--- src/rtl/ps2tx_pkg.sv ---
package ps2tx_pkg;

    localparam int FRAME_BITS = 9;
    localparam int BIT_CW     = $clog2(FRAME_BITS + 1);

    typedef enum logic [3:0] {
        TX_IDLE,
        TX_HOLD,
        TX_REQ,
        TX_WAIT_CLK_HI,
        TX_BIT_LOW,
        TX_BIT_HIGH,
        TX_REL,
        TX_WAIT_REL,
        TX_ACK_DAT,
        TX_ACK_CLK
    } tx_state_e;

    typedef struct packed {
        logic [FRAME_BITS-1:0] sh;
        logic [BIT_CW-1:0]     left;
    } tx_frame_t;

    typedef struct packed {
        logic clk_low;
        logic dat_low;
    } line_drv_t;

    function automatic logic odd_parity(input logic [7:0] b);
        return ~(^b);
    endfunction

endpackage

--- src/rtl/ps2tx_sync.sv ---
module ps2tx_sync #(
    parameter int             W       = 2,
    parameter int             STAGES  = 2,
    parameter logic [W-1:0]   RST_VAL = '1
) (
    input  logic         clk,
    input  logic         rst,
    input  logic [W-1:0] d,
    output logic [W-1:0] q
);
    logic [W-1:0] stg [STAGES];

    for (genvar s = 0; s < STAGES; s++) begin : g_stage
        if (s == 0) begin : g_first
            always_ff @(posedge clk) begin
                if (rst) stg[0] <= RST_VAL;
                else     stg[0] <= d;
            end
        end else begin : g_next
            always_ff @(posedge clk) begin
                if (rst) stg[s] <= RST_VAL;
                else     stg[s] <= stg[s-1];
            end
        end
    end

    assign q = stg[STAGES-1];
endmodule

--- src/rtl/ps2tx_hold_timer.sv ---
module ps2tx_hold_timer #(
    parameter int CYCLES = 12500
) (
    input  logic clk,
    input  logic rst,
    input  logic run,
    output logic expired
);
    localparam int CW = $clog2(CYCLES + 1);

    logic [CW-1:0] cnt;

    always_ff @(posedge clk) begin
        if (rst || !run) cnt <= '0;
        else if (!expired) cnt <= cnt + 1'b1;
    end

    assign expired = run && (cnt == CW'(CYCLES - 1));
endmodule

--- src/rtl/ps2tx_frame_seq.sv ---
module ps2tx_frame_seq
    import ps2tx_pkg::*;
(
    input  logic       clk,
    input  logic       rst,
    input  logic       start,
    input  logic [7:0] cmd_byte,
    input  logic       clk_lvl,
    input  logic       dat_lvl,
    input  logic       hold_done,
    output logic       hold_run,
    output line_drv_t  drv,
    output logic       busy,
    output logic       done
);
    tx_state_e st, st_n;
    tx_frame_t frame, frame_n;
    line_drv_t drv_n;
    logic      done_n;

    always_comb begin
        st_n    = st;
        frame_n = frame;
        drv_n   = drv;
        done_n  = 1'b0;
        unique case (st)
            TX_IDLE: begin
                if (start) begin
                    st_n          = TX_HOLD;
                    frame_n.sh    = {odd_parity(cmd_byte), cmd_byte};
                    frame_n.left  = BIT_CW'(FRAME_BITS);
                    drv_n.clk_low = 1'b1;
                    drv_n.dat_low = 1'b0;
                end
            end
            TX_HOLD: begin
                if (hold_done) begin
                    st_n          = TX_REQ;
                    drv_n.dat_low = 1'b1;
                end
            end
            TX_REQ: begin
                st_n          = TX_WAIT_CLK_HI;
                drv_n.clk_low = 1'b0;
            end
            TX_WAIT_CLK_HI: begin
                if (clk_lvl) st_n = TX_BIT_LOW;
            end
            TX_BIT_LOW: begin
                if (!clk_lvl) begin
                    drv_n.dat_low = ~frame.sh[0];
                    st_n          = TX_BIT_HIGH;
                end
            end
            TX_BIT_HIGH: begin
                if (clk_lvl) begin
                    frame_n.sh   = frame.sh >> 1;
                    frame_n.left = frame.left - 1'b1;
                    st_n = (frame.left == BIT_CW'(1)) ? TX_REL : TX_BIT_LOW;
                end
            end
            TX_REL: begin
                if (!clk_lvl) begin
                    drv_n.dat_low = 1'b0;
                    st_n          = TX_WAIT_REL;
                end
            end
            TX_WAIT_REL: begin
                if (dat_lvl) st_n = TX_ACK_DAT;
            end
            TX_ACK_DAT: begin
                if (!dat_lvl) st_n = TX_ACK_CLK;
            end
            TX_ACK_CLK: begin
                if (!clk_lvl) begin
                    st_n   = TX_IDLE;
                    done_n = 1'b1;
                end
            end
            default: begin
                st_n  = TX_IDLE;
                drv_n = '0;
            end
        endcase
    end

    always_ff @(posedge clk) begin
        if (rst) begin
            st    <= TX_IDLE;
            frame <= '0;
            drv   <= '0;
            done  <= 1'b0;
        end else begin
            st    <= st_n;
            frame <= frame_n;
            drv   <= drv_n;
            done  <= done_n;
        end
    end

    assign hold_run = (st == TX_HOLD);
    assign busy     = (st != TX_IDLE);
endmodule

--- src/rtl/ps2_cmd_tx.sv ---
module ps2_cmd_tx
    import ps2tx_pkg::*;
#(
    parameter int HOLD_CYCLES = 12500,
    parameter int SYNC_STAGES = 2
) (
    input  logic       clk,
    input  logic       rst,
    input  logic       start_i,
    input  logic [7:0] cmd_byte_i,
    input  logic       ps2_clk_i,
    input  logic       ps2_dat_i,
    output logic       ps2_clk_drv_o,
    output logic       ps2_dat_drv_o,
    output logic       busy_o,
    output logic       done_o,
    output logic       rx_inhibit_o,
    output logic       rx_timer_clr_o
);
    logic [1:0] lvl;
    logic       hold_run;
    logic       hold_done;
    line_drv_t  drv;

    ps2tx_sync #(
        .W       (2),
        .STAGES  (SYNC_STAGES),
        .RST_VAL (2'b11)
    ) sync_i (
        .clk (clk),
        .rst (rst),
        .d   ({ps2_clk_i, ps2_dat_i}),
        .q   (lvl)
    );

    ps2tx_hold_timer #(
        .CYCLES (HOLD_CYCLES)
    ) timer_i (
        .clk     (clk),
        .rst     (rst),
        .run     (hold_run),
        .expired (hold_done)
    );

    ps2tx_frame_seq seq_i (
        .clk       (clk),
        .rst       (rst),
        .start     (start_i),
        .cmd_byte  (cmd_byte_i),
        .clk_lvl   (lvl[1]),
        .dat_lvl   (lvl[0]),
        .hold_done (hold_done),
        .hold_run  (hold_run),
        .drv       (drv),
        .busy      (busy_o),
        .done      (done_o)
    );

    assign ps2_clk_drv_o  = drv.clk_low;
    assign ps2_dat_drv_o  = drv.dat_low;
    assign rx_inhibit_o   = busy_o;
    assign rx_timer_clr_o = done_o;
endmodule

--- config.mk ---
export PLATFORM = sky130hd
export DESIGN_NAME = ps2_cmd_tx
export DESIGN_NICKNAME = d
export VERILOG_FILES = /design/src/rtl/ps2tx_pkg.sv /design/src/rtl/ps2tx_sync.sv /design/src/rtl/ps2tx_hold_timer.sv /design/src/rtl/ps2tx_frame_seq.sv /design/src/rtl/ps2_cmd_tx.sv
export SDC_FILE = /design/constraint.sdc
export NUM_CORES = 1
export LEC_CHECK = 0
export CAP_MARGIN = 20
export CORE_ASPECT_RATIO = 1.25
export CORE_UTILIZATION = 60
export DETAILED_ROUTE_END_ITERATION = 7
export DONT_BUFFER_PORTS = 1
export GPL_TIMING_DRIVEN = 0
export PLACE_DENSITY = 0.81
export REMOVE_ABC_BUFFERS = 1
export SYNTH_ARGS = -nofsm -noshare
export SYNTH_HDL_FRONTEND = slang
export SYNTH_SLANG_ARGS = --single-unit
--- constraint.sdc ---
create_clock -name clk -period 2.06 [get_ports clk]
set_input_delay 0.103 -clock clk [delete_from_list [all_inputs] [get_ports clk]]
set_output_delay 0.103 -clock clk [all_outputs]
set_load 0.1 [all_outputs]
* Word level (Yosys, flattened, before mapping)
Memories as Yosys holds them, arrays and structs flattened.
Index checks and enable logic that the tools add are counted.
** Word-level totals
- Bits in latches :: 0
- Word-level logic and storage cells :: 77
- RAM bits :: 4
- Memory bits (read-only) :: 0
- Register bits after elaboration :: 34
- Output and inout port bits :: 6
- Input port bits :: 13
- Memories kept :: 1
** Memory list
- sync_i.stg :: depth 2, width 2, rd ports 2, clocked after Yosys merged registers in 0, wr ports 2, line ps2tx_sync.sv:11 : logic [W-1:0] stg [STAGES];
** Operators by class
- Bitwise logic cells :: 7
- $mul :: 0
- Divide/modulo/power cells :: 0
- Add/subtract/negate cells :: 2
- Mux-type cells :: 26
- Equal/unequal tests :: 20
- Magnitude comparators :: 0
- Shift-type cells :: 0
- Reduce and logical (&&, ||, !) cells :: 14
** Operators with widths (number)
- $pmux 4 s10 :: 1
- $mux 4 :: 9
- $mux 13 :: 2
- $pmux 13 s2 :: 1
- $ne 2x2->1 const B :: 9
- $eq 4x3->1 const B :: 4
- $add 14x1->14 const B :: 1
- $eq 14x14->1 const B :: 1
- $reduce_and 9->1 :: 1
- $eq 4x1->1 const B :: 2
- $eq 4x2->1 const B :: 2
- $eq 4x4->1 const B :: 2
- $mux 2 :: 4
- $reduce_or 8->1 :: 1
- $reduce_xor 8->1 :: 1
- $mux 1 :: 7
- $reduce_or 6->1 :: 1
- $not 1->1 :: 5
- $pmux 1 s5 :: 1
- $reduce_and 5->1 :: 1
- $logic_not 4->1 :: 1
- $reduce_bool 4->1 :: 1
- $sub 4x1->4 const B :: 1
- $reduce_and 3->1 :: 1
- other kinds (8) :: 9

* Logic depth before layout (Yosys ltp)
Gate-level depths: netlist of the first run.
- Depth in word-level cells :: 4
- Gate-level depth with buffers :: 7
- Depth with buffers taken out :: 6

* Modules after synthesis
A second synthesis of the first run with hierarchy kept.
** Second synthesis, totals
- Cell total of the unflattened synthesis :: 239
- Area total of the unflattened synthesis :: 2019.4 sq um
** Modules (own cells, without submodules)
- ps2tx_frame_seq :: cells each 149, times used 1, area an instance 1193.6 sq um, sequential area each 400.4 sq um
- ps2tx_hold_timer :: cells each 80, times used 1, area an instance 705.7 sq um, sequential area each 280.3 sq um
- ps2tx_sync :: cells each 8, times used 1, area an instance 105.1 sq um, sequential area each 80.1 sq um
- ps2_cmd_tx :: cells each 2, times used 1, area an instance 15.0 sq um, sequential area each 0.0 sq um

* Worst setup path after synthesis of the first run
OpenSTA, ideal clock, no wires.
- Path type :: register to output
- Start :: reg seq_i.st[2]
- End :: out rx_inhibit_o
- Path slack :: -0.135 ns
- Data required time :: 1.957 ns
- Data arrival time :: 2.092 ns
- Stages on the path, launching flop included :: 6
- Path buffers :: 3
- Cells stage by stage :: dfxtp_1 buf_6 buf_2 nor2_1 nand3_1 buf_4
** On the way
- Longest elaborated chain between the ends :: 1
** RTL lines
- start, declared :: line ps2tx_frame_seq.sv:16 : tx_state_e st, st_n;
- start signal, assigned :: line ps2tx_frame_seq.sv:94 : st <= st_n;
- $reduce_bool 4->1 :: line ps2tx_frame_seq.sv:102 : assign busy = (st != TX_IDLE);
- end, declared :: line ps2_cmd_tx.sv:17 : output logic rx_inhibit_o,
Every way passes these cells.

* Final worst setup path of the first run
- Start :: reg seq_i.st[2]
- End :: out busy_o
** On the way
- Longest elaborated chain between the ends :: 1
** RTL lines
- $reduce_bool 4->1 :: line ps2tx_frame_seq.sv:102
- end, declared :: line ps2_cmd_tx.sv:15 : output logic busy_o,
Every way passes these cells.

==> impl_metrics.env, run 1 <==
export IMPL_post_route_total_power_uw=2420
export IMPL_holdPathEnd="seq_i.drv[1]$_SDFFE_PP0P_"
export IMPL_timing_hold_worst_class="input pin to flip-flop"
export IMPL_worst_hold_startpoint="start_i"
export IMPL_maxCapViolations=0
export IMPL_critPathMaxFanout=16
export IMPL_hold_path_depth=3
export IMPL_hold_ws_ps=90.4
export IMPL_antenna_diode_count=0
export IMPL_biggest_area_contributors_in_the_synthesized_netlist="sky130_fd_sc_hd__dfxtp_1 (40%), sky130_fd_sc_hd__nor2_1 (6.9%), sky130_fd_sc_hd__nand2_1 (5.7%), sky130_fd_sc_hd__xnor2_1 (5.0%), sky130_fd_sc_hd__a311oi_1 (3.7%)"
export IMPL_synth_main_ff_cell="sky130_fd_sc_hd__dfxtp_1"
export IMPL_rows=22
export IMPL_gp_congestion=0.792
export IMPL_initial_core_util=0.642
export IMPL_core_um2=2970
export IMPL_postLayoutSetupSlackWorst_ps=158
export IMPL_cellPowerDensity_nw_per_um2=1160
export IMPL_fraction_of_registers_with_async_set_reset=0
export IMPL_cts_buffers=5
export IMPL_yosys_area_top_type_share=0.398
export IMPL_timing_critical_path_required_ps=1960
export IMPL_cts_root_to_sink_buffers=2
export IMPL_antenna_found_initial=0
export IMPL_outcome="finished clean"
export IMPL_fillerInstances=231
export IMPL_power_leakage_uw=0.000737
export IMPL_tightest_slew_margin_relative_to_the_limit=0.338
export IMPL_final_hold_violation_count=0
export IMPL_cts_reportedPaths_clkPinSlew_ps=120
export IMPL_rrSetupSlack_ps=170
export IMPL_layout_common_cells="sky130_fd_sc_hd__dfxtp_1 (37), sky130_fd_sc_hd__nor2_1 (35), sky130_fd_sc_hd__nand2_1 (29)"
export IMPL_globalRoute_totalOverflow=0
export IMPL_post_synth_cell_area_avg_um2=8.27
export IMPL_timing_rr_start="seq_i.st[2]$_SDFFE_PP0P_"
export IMPL_worstPathArrival_ps=1800
export IMPL_post_synth_instance_area_um2=1910
export IMPL_startpoint_type="flip-flop"
export IMPL_wl_per_cell_um=13.9
export IMPL_multi_input_comb_area_um2=1050
export IMPL_mostFrequentLayoutCell="sky130_fd_sc_hd__dfxtp_1"
export IMPL_routed_via_density=5.83
export IMPL_route_antenna_remaining_nets=0
export IMPL_setup_crit_path_kind="flip-flop to output pin"
export IMPL_yosys_warnings=0
export IMPL_vias_in_the_first_global_route=1538
export IMPL_setup_tns_ps=0
export IMPL_final_max_slew_violation_count=0
export IMPL_rr_endpoint="seq_i.frame[1]$_SDFFE_PP0P_"
export IMPL_insertion_delay_ps=360
export IMPL_post_synthesis_cell_type_with_the_largest_combined_area="sky130_fd_sc_hd__dfxtp_1"
export IMPL_post_route_min_period_ps=1900
export IMPL_endpoint_kind="output pin"
export IMPL_grt_first_pass_wirelength_mm=6.66
export IMPL_routed_via_count=1573
export IMPL_preCtsSetupSlack_ps=86.7
export IMPL_remaining_drc_errors=0
export IMPL_rsz0062_at_grt="no"
export IMPL_chipWidth_um=52.5
export IMPL_pin_count_of_the_biggest_net_entering_global_routing=27
export IMPL_synth_cell_types=41
export IMPL_postSynthCellCount=231
export IMPL_number_of_violations_reported_at_the_end_of_detailed_routing_iteration_0=26
export IMPL_seq_area_frac_synth=0.398
export IMPL_max_vdd_ir_drop_v=0.000974
export IMPL_groute_usage_overall=0.260
export IMPL_area_growth_syn_to_layout_pct=9.83
export IMPL_dieHeight_um=65.1
export IMPL_clock_tree_htree_level_count=2
export IMPL_fin_skew_ps=16.5
export IMPL_fmax_ghz=0.526
export IMPL_ff2ff_path_depth=4
export IMPL_cts_tree="done"
export IMPL_synth_seq_cells=38
export IMPL_setup_violations=0
export IMPL_cts_num_sinks=38
export IMPL_cts_root_buf="sky130_fd_sc_hd__clkbuf_4"
export IMPL_dp_hpwl_mm=2.39
export IMPL_post_route_cells_drive_above_1_share=0.0812
export IMPL_ioPinCount=19
export IMPL_area_sequential_um2=762
export IMPL_drt_total_wl_mm=3.76
export IMPL_nNetsFinal=249
export IMPL_period_share=0.923
export IMPL_tightestPinTransition_ps=996
export IMPL_die_area_um2=3410
export IMPL_portBuffers=0
export IMPL_drt_first_pass_iters=4
export IMPL_post_cts_repair_setup_buffers=0
export IMPL_final_core_util=0.705
export IMPL_synth_enable_flop_cells=0
==> layer usage <==
layer / up-vias / wire (um) / GRT usage
met5: - / 0 / 0
met4: 0 / 52 / 0.0921
met3: 6 / 134 / 0.0681
met2: 32 / 1870 / 0.441
met1: 739 / 1710 / 0.308
li1: 796 / - / -
==> registers in the layout, summed over array words and instances, names as in the netlist <==
signal,count
seq_i.frame,13
seq_i.done,1
timer_i.cnt,14
sync_i.stg,4
seq_i.drv,2
seq_i.st,4
==> report_power, final <==
part | switching (uW) | leakage [uW] | internal [uW] | total (uW)
logic | 482 | 0.000367 | 218 | 700
registers | 225 | 0.000311 | 835 | 1060
clock network | 254 | 0.0000585 | 411 | 665
==> through the flow <==
stage               cells  instance area (um2)
CTS                   270                 2100
detailed placement    251                 1870
global route          270                 2100
floorplan             215                 1820
global placement      251                 1860
finish                270                 2100
==> critical path, stage by stage, from the launching register on <==
cell and delay [ps]:
sky130_fd_sc_hd__dfxtp_1 490, sky130_fd_sc_hd__nor2_1 380, sky130_fd_sc_hd__nand3_4 560
==> cells by family after synthesis <==
logic type	share of synthesized area
mux	0.0157
xor+xnor	0.0872
buf+inv	0.0609
fa+ha+maj	0.0197
simple gates	0.263
flops	0.398
compound gates	0.155
==> timing repair <==
item,4_1_cts,5_1_grt
setup endpoints to repair,2,9
hold endpoints to repair,24,0
gates resized for setup,1,1
hold buffers,11,0
==> how the worst max path moves through the flow <==
stage	startpoint	to	slack, ps	depth (start not counted)
after floorplan	seq_i.st[2]$_SDFFE_PP0P_	busy_o	-130	2
after global placement	seq_i.st[0]$_SDFFE_PP0P_	rx_inhibit_o	-300	2
after detailed placement	seq_i.st[2]$_SDFFE_PP0P_	seq_i.frame[3]$_SDFFE_PP0P_	90	5
after CTS	seq_i.st[2]$_SDFFE_PP0P_	seq_i.frame[3]$_SDFFE_PP0P_	50	5
after global routing	seq_i.st[2]$_SDFFE_PP0P_	seq_i.frame[2]$_SDFFE_PP0P_	8	5
final	seq_i.st[2]$_SDFFE_PP0P_	busy_o	160	2
==> cells in the mapped netlist (4+ instances only) <==
cell type,instances
sky130_fd_sc_hd__inv_1,6
sky130_fd_sc_hd__xnor2_1,11
sky130_fd_sc_hd__or2_2,4
sky130_fd_sc_hd__nor3_1,4
sky130_fd_sc_hd__nand2_1,29
sky130_fd_sc_hd__o21ai_0,6
sky130_fd_sc_hd__a21oi_1,10
sky130_fd_sc_hd__nand4_1,4
sky130_fd_sc_hd__nor2_1,35
sky130_fd_sc_hd__dfxtp_1,38
sky130_fd_sc_hd__nand3_1,11
sky130_fd_sc_hd__a311oi_1,8
sky130_fd_sc_hd__clkbuf_1,6
sky130_fd_sc_hd__xor2_1,8
sky130_fd_sc_hd__buf_4,4
sky130_fd_sc_hd__a211oi_1,4
==> cell type report <==
cell class,count,area share
multi-input cells,171,0.499
inverters,6,0.0107
repair buffers,11,0.0525
flip-flops and latches,38,0.363
well taps,36,0.0215
clock inverters,2,0.0286
clock buffers,6,0.0245
Power figures use the tool's default switching activity.
==> run 2: changes to the inputs <==
- CORE_ASPECT_RATIO: 1.25 -> 1.2
- clock period: 2.06 -> 2.3 ns (I/O delays scaled with it)
==> impl_metrics.env, run 2 (synthesis gave the netlist of run 1 again) <==
export IMPL_outcome="finished clean"
export IMPL_vias_in_the_first_global_route=1472
export IMPL_post_route_cells_drive_above_1_share=0.0769
export IMPL_cellPowerDensity_nw_per_um2=976
export IMPL_mostFrequentLayoutCell="sky130_fd_sc_hd__dfxtp_1"
export IMPL_max_flop_register="timer_i.cnt"
export IMPL_power_leakage_uw=0.000722
export IMPL_cts_root_to_sink_buffers=2
export IMPL_cp_num_buf_inv=0
export IMPL_worstSetupPathDepth=2
export IMPL_route_antenna_remaining_nets=0
export IMPL_layout_common_cells="sky130_fd_sc_hd__dfxtp_1 (37), sky130_fd_sc_hd__nor2_1 (35), sky130_fd_sc_hd__nand2_1 (29)"
export IMPL_layout_top_registers="timer_i.cnt: 14 flops, seq_i.frame: 13 flops"
export IMPL_dp_hpwl_mm=2.34
export IMPL_portBuffers=0
export IMPL_tightest_slew_margin_relative_to_the_limit=0.241
export IMPL_setup_tns_ps=0
export IMPL_post_cts_hold_buffer_count=11
export IMPL_cts_root_buf="sky130_fd_sc_hd__clkbuf_4"
export IMPL_pin_count_of_the_biggest_net_entering_global_routing=27
export IMPL_rsz0062_at_grt="no"
export IMPL_setup_worst_path_end="busy_o"
export IMPL_cts_reportedPaths_clkPinSlew_ps=120
export IMPL_clock_tree_htree_level_count=2
export IMPL_cts_buffers=5
export IMPL_met2_usage=0.405
export IMPL_worstPathArrival_ps=2050
export IMPL_nNetsFinal=249
export IMPL_max_vdd_ir_drop_v=0.000846
export IMPL_fmax_ghz=0.462
export IMPL_period_share=0.940
export IMPL_critical_path_slowest_cell="sky130_fd_sc_hd__nand3_2"
export IMPL_cts_tree="done"
export IMPL_rr_endpoint="seq_i.frame[3]$_SDFFE_PP0P_"
export IMPL_insertion_delay_ps=340
export IMPL_groute_usage_overall=0.243
export IMPL_initial_core_util=0.625
export IMPL_use_met1=0.287
export IMPL_layout_cell_area_non_filler_um2=2050
export IMPL_rrSetupSlack_ps=260
export IMPL_setup_violations=0
export IMPL_drt_first_pass_iters=4
export IMPL_timing_rr_start="seq_i.st[2]$_SDFFE_PP0P_"
export IMPL_startpoint_type="flip-flop"
export IMPL_post_route_min_period_ps=2160
export IMPL_tightestPinTransition_ps=1140
export IMPL_antenna_diode_count=0
export IMPL_area_after_dpl_um2=1870
export IMPL_antenna_found_initial=0
export IMPL_area_growth_syn_to_layout_pct=7.60
export IMPL_final_hold_violation_count=0
export IMPL_core_um2=3060
export IMPL_wl_per_cell_um=13.7
export IMPL_busiest_layer="met2"
export IMPL_gp_congestion=0.807
export IMPL_timing_critical_path_required_ps=2180
export IMPL_routed_via_count=1592
export IMPL_cts_repair_resized=0
export IMPL_ioPinCount=19
export IMPL_endpoint_kind="output pin"
export IMPL_final_max_slew_violation_count=0
export IMPL_number_of_violations_reported_at_the_end_of_detailed_routing_iteration_0=69
export IMPL_ff2ff_path_depth=5
export IMPL_critical_path_cell_chain="nor2_1 > nand3_2"
export IMPL_timing_hold_worst_class="input pin to flip-flop"
export IMPL_remaining_drc_errors=0
export IMPL_hold_path_depth=3
export IMPL_setup_worst_path_start="seq_i.st[2]$_SDFFE_PP0P_"
export IMPL_maxCapViolations=0
export IMPL_largest_reg_flops=14
export IMPL_die_area_um2=3410
export IMPL_cts_num_sinks=38
export IMPL_critical_path_top_delay_family="simple AND/OR/NAND/NOR gates"
export IMPL_globalRoute_totalOverflow=0
export IMPL_grt_use_met3=0.0500
export IMPL_grt_first_pass_wirelength_mm=6.14
export IMPL_rows=22
export IMPL_routed_via_density=5.90
export IMPL_drt_total_wl_mm=3.69
export IMPL_max_stage_delay_on_crit_path_ps=910
export IMPL_post_cts_repair_setup_buffers=0
export IMPL_dieHeight_um=63.8
export IMPL_fin_skew_ps=12.9
export IMPL_chipWidth_um=53.5
export IMPL_setup_crit_path_kind="flip-flop to output pin"
export IMPL_critPathMaxFanout=16
-- run 2: cell count changes in the layout (fill, tap and decap cells not counted) --
cell / before / now
sky130_fd_sc_hd__o21a_1: 0 / 1
sky130_fd_sc_hd__o21a_2: 1 / 0
sky130_fd_sc_hd__nand3_2: 0 / 1
sky130_fd_sc_hd__clkbuf_8: 1 / 0
sky130_fd_sc_hd__nand3_4: 1 / 0
sky130_fd_sc_hd__bufinv_16: 2 / 1
sky130_fd_sc_hd__clkinv_2: 0 / 2
-- run 2: area by class of cell --
cell class,instances,area (um2)
Tap cell,36,45.0
Fill cell,250,1000
Inverter,6,22.5
Clock buffer,5,37.5
Clock inverter,3,40.0
Multi-Input combinational cell,171,1040
Timing Repair Buffer,11,110
Sequential cell,38,762
-- run 2: per-layer routing --
| layer | vias to the layer above | wire (um) | part of all wire |
|---|---|---|---|
| li1 | 799 | - | - |
| met1 | 738 | 1620 | 0.44 |
| met2 | 46 | 1790 | 0.49 |
| met3 | 9 | 185 | 0.050 |
| met4 | 0 | 91 | 0.025 |
| met5 | - | 0 | 0 |
-- run 2: metrics by stage --
stage,power (uW),util,setup WS [ps],instances,hold WS (ps)
CTS,2010,0.672,130,270,103
floorplan,1450,-,95.8,215,184
detailed placement,1550,0.611,337,251,189
global route,2120,0.672,19.1,270,113
global placement,1530,0.609,-66.9,251,187
finish,2010,0.672,137,270,109
-- run 2: worst reg2reg max path, cell delays in order, from the launching register on --
cell,delay (ps)
sky130_fd_sc_hd__dfxtp_1,660
sky130_fd_sc_hd__and3_1,260
sky130_fd_sc_hd__o21a_1,530
sky130_fd_sc_hd__o21ai_1,140
sky130_fd_sc_hd__nor2b_1,160
sky130_fd_sc_hd__a311oi_1,220
-- run 2: worst min path at each step --
| stage | start | end | slack [ps] |
|---|---|---|---|
| finish | start_i | seq_i.drv[1]$_SDFFE_PP0P_ | 110 |
| detailed placement | rst | seq_i.frame[6]$_SDFFE_PP0P_ | 190 |
| CTS | start_i | seq_i.drv[1]$_SDFFE_PP0P_ | 100 |
| global placement | rst | seq_i.frame[6]$_SDFFE_PP0P_ | 190 |
| global route | start_i | seq_i.drv[1]$_SDFFE_PP0P_ | 110 |
| floorplan | rst | seq_i.drv[1]$_SDFFE_PP0P_ | 180 |
-- run 2: report_power, final --
part           internal, uW  switching [uW]
sequential              748             199
combinational           188             425
clock                   225             221
total                  1160             845
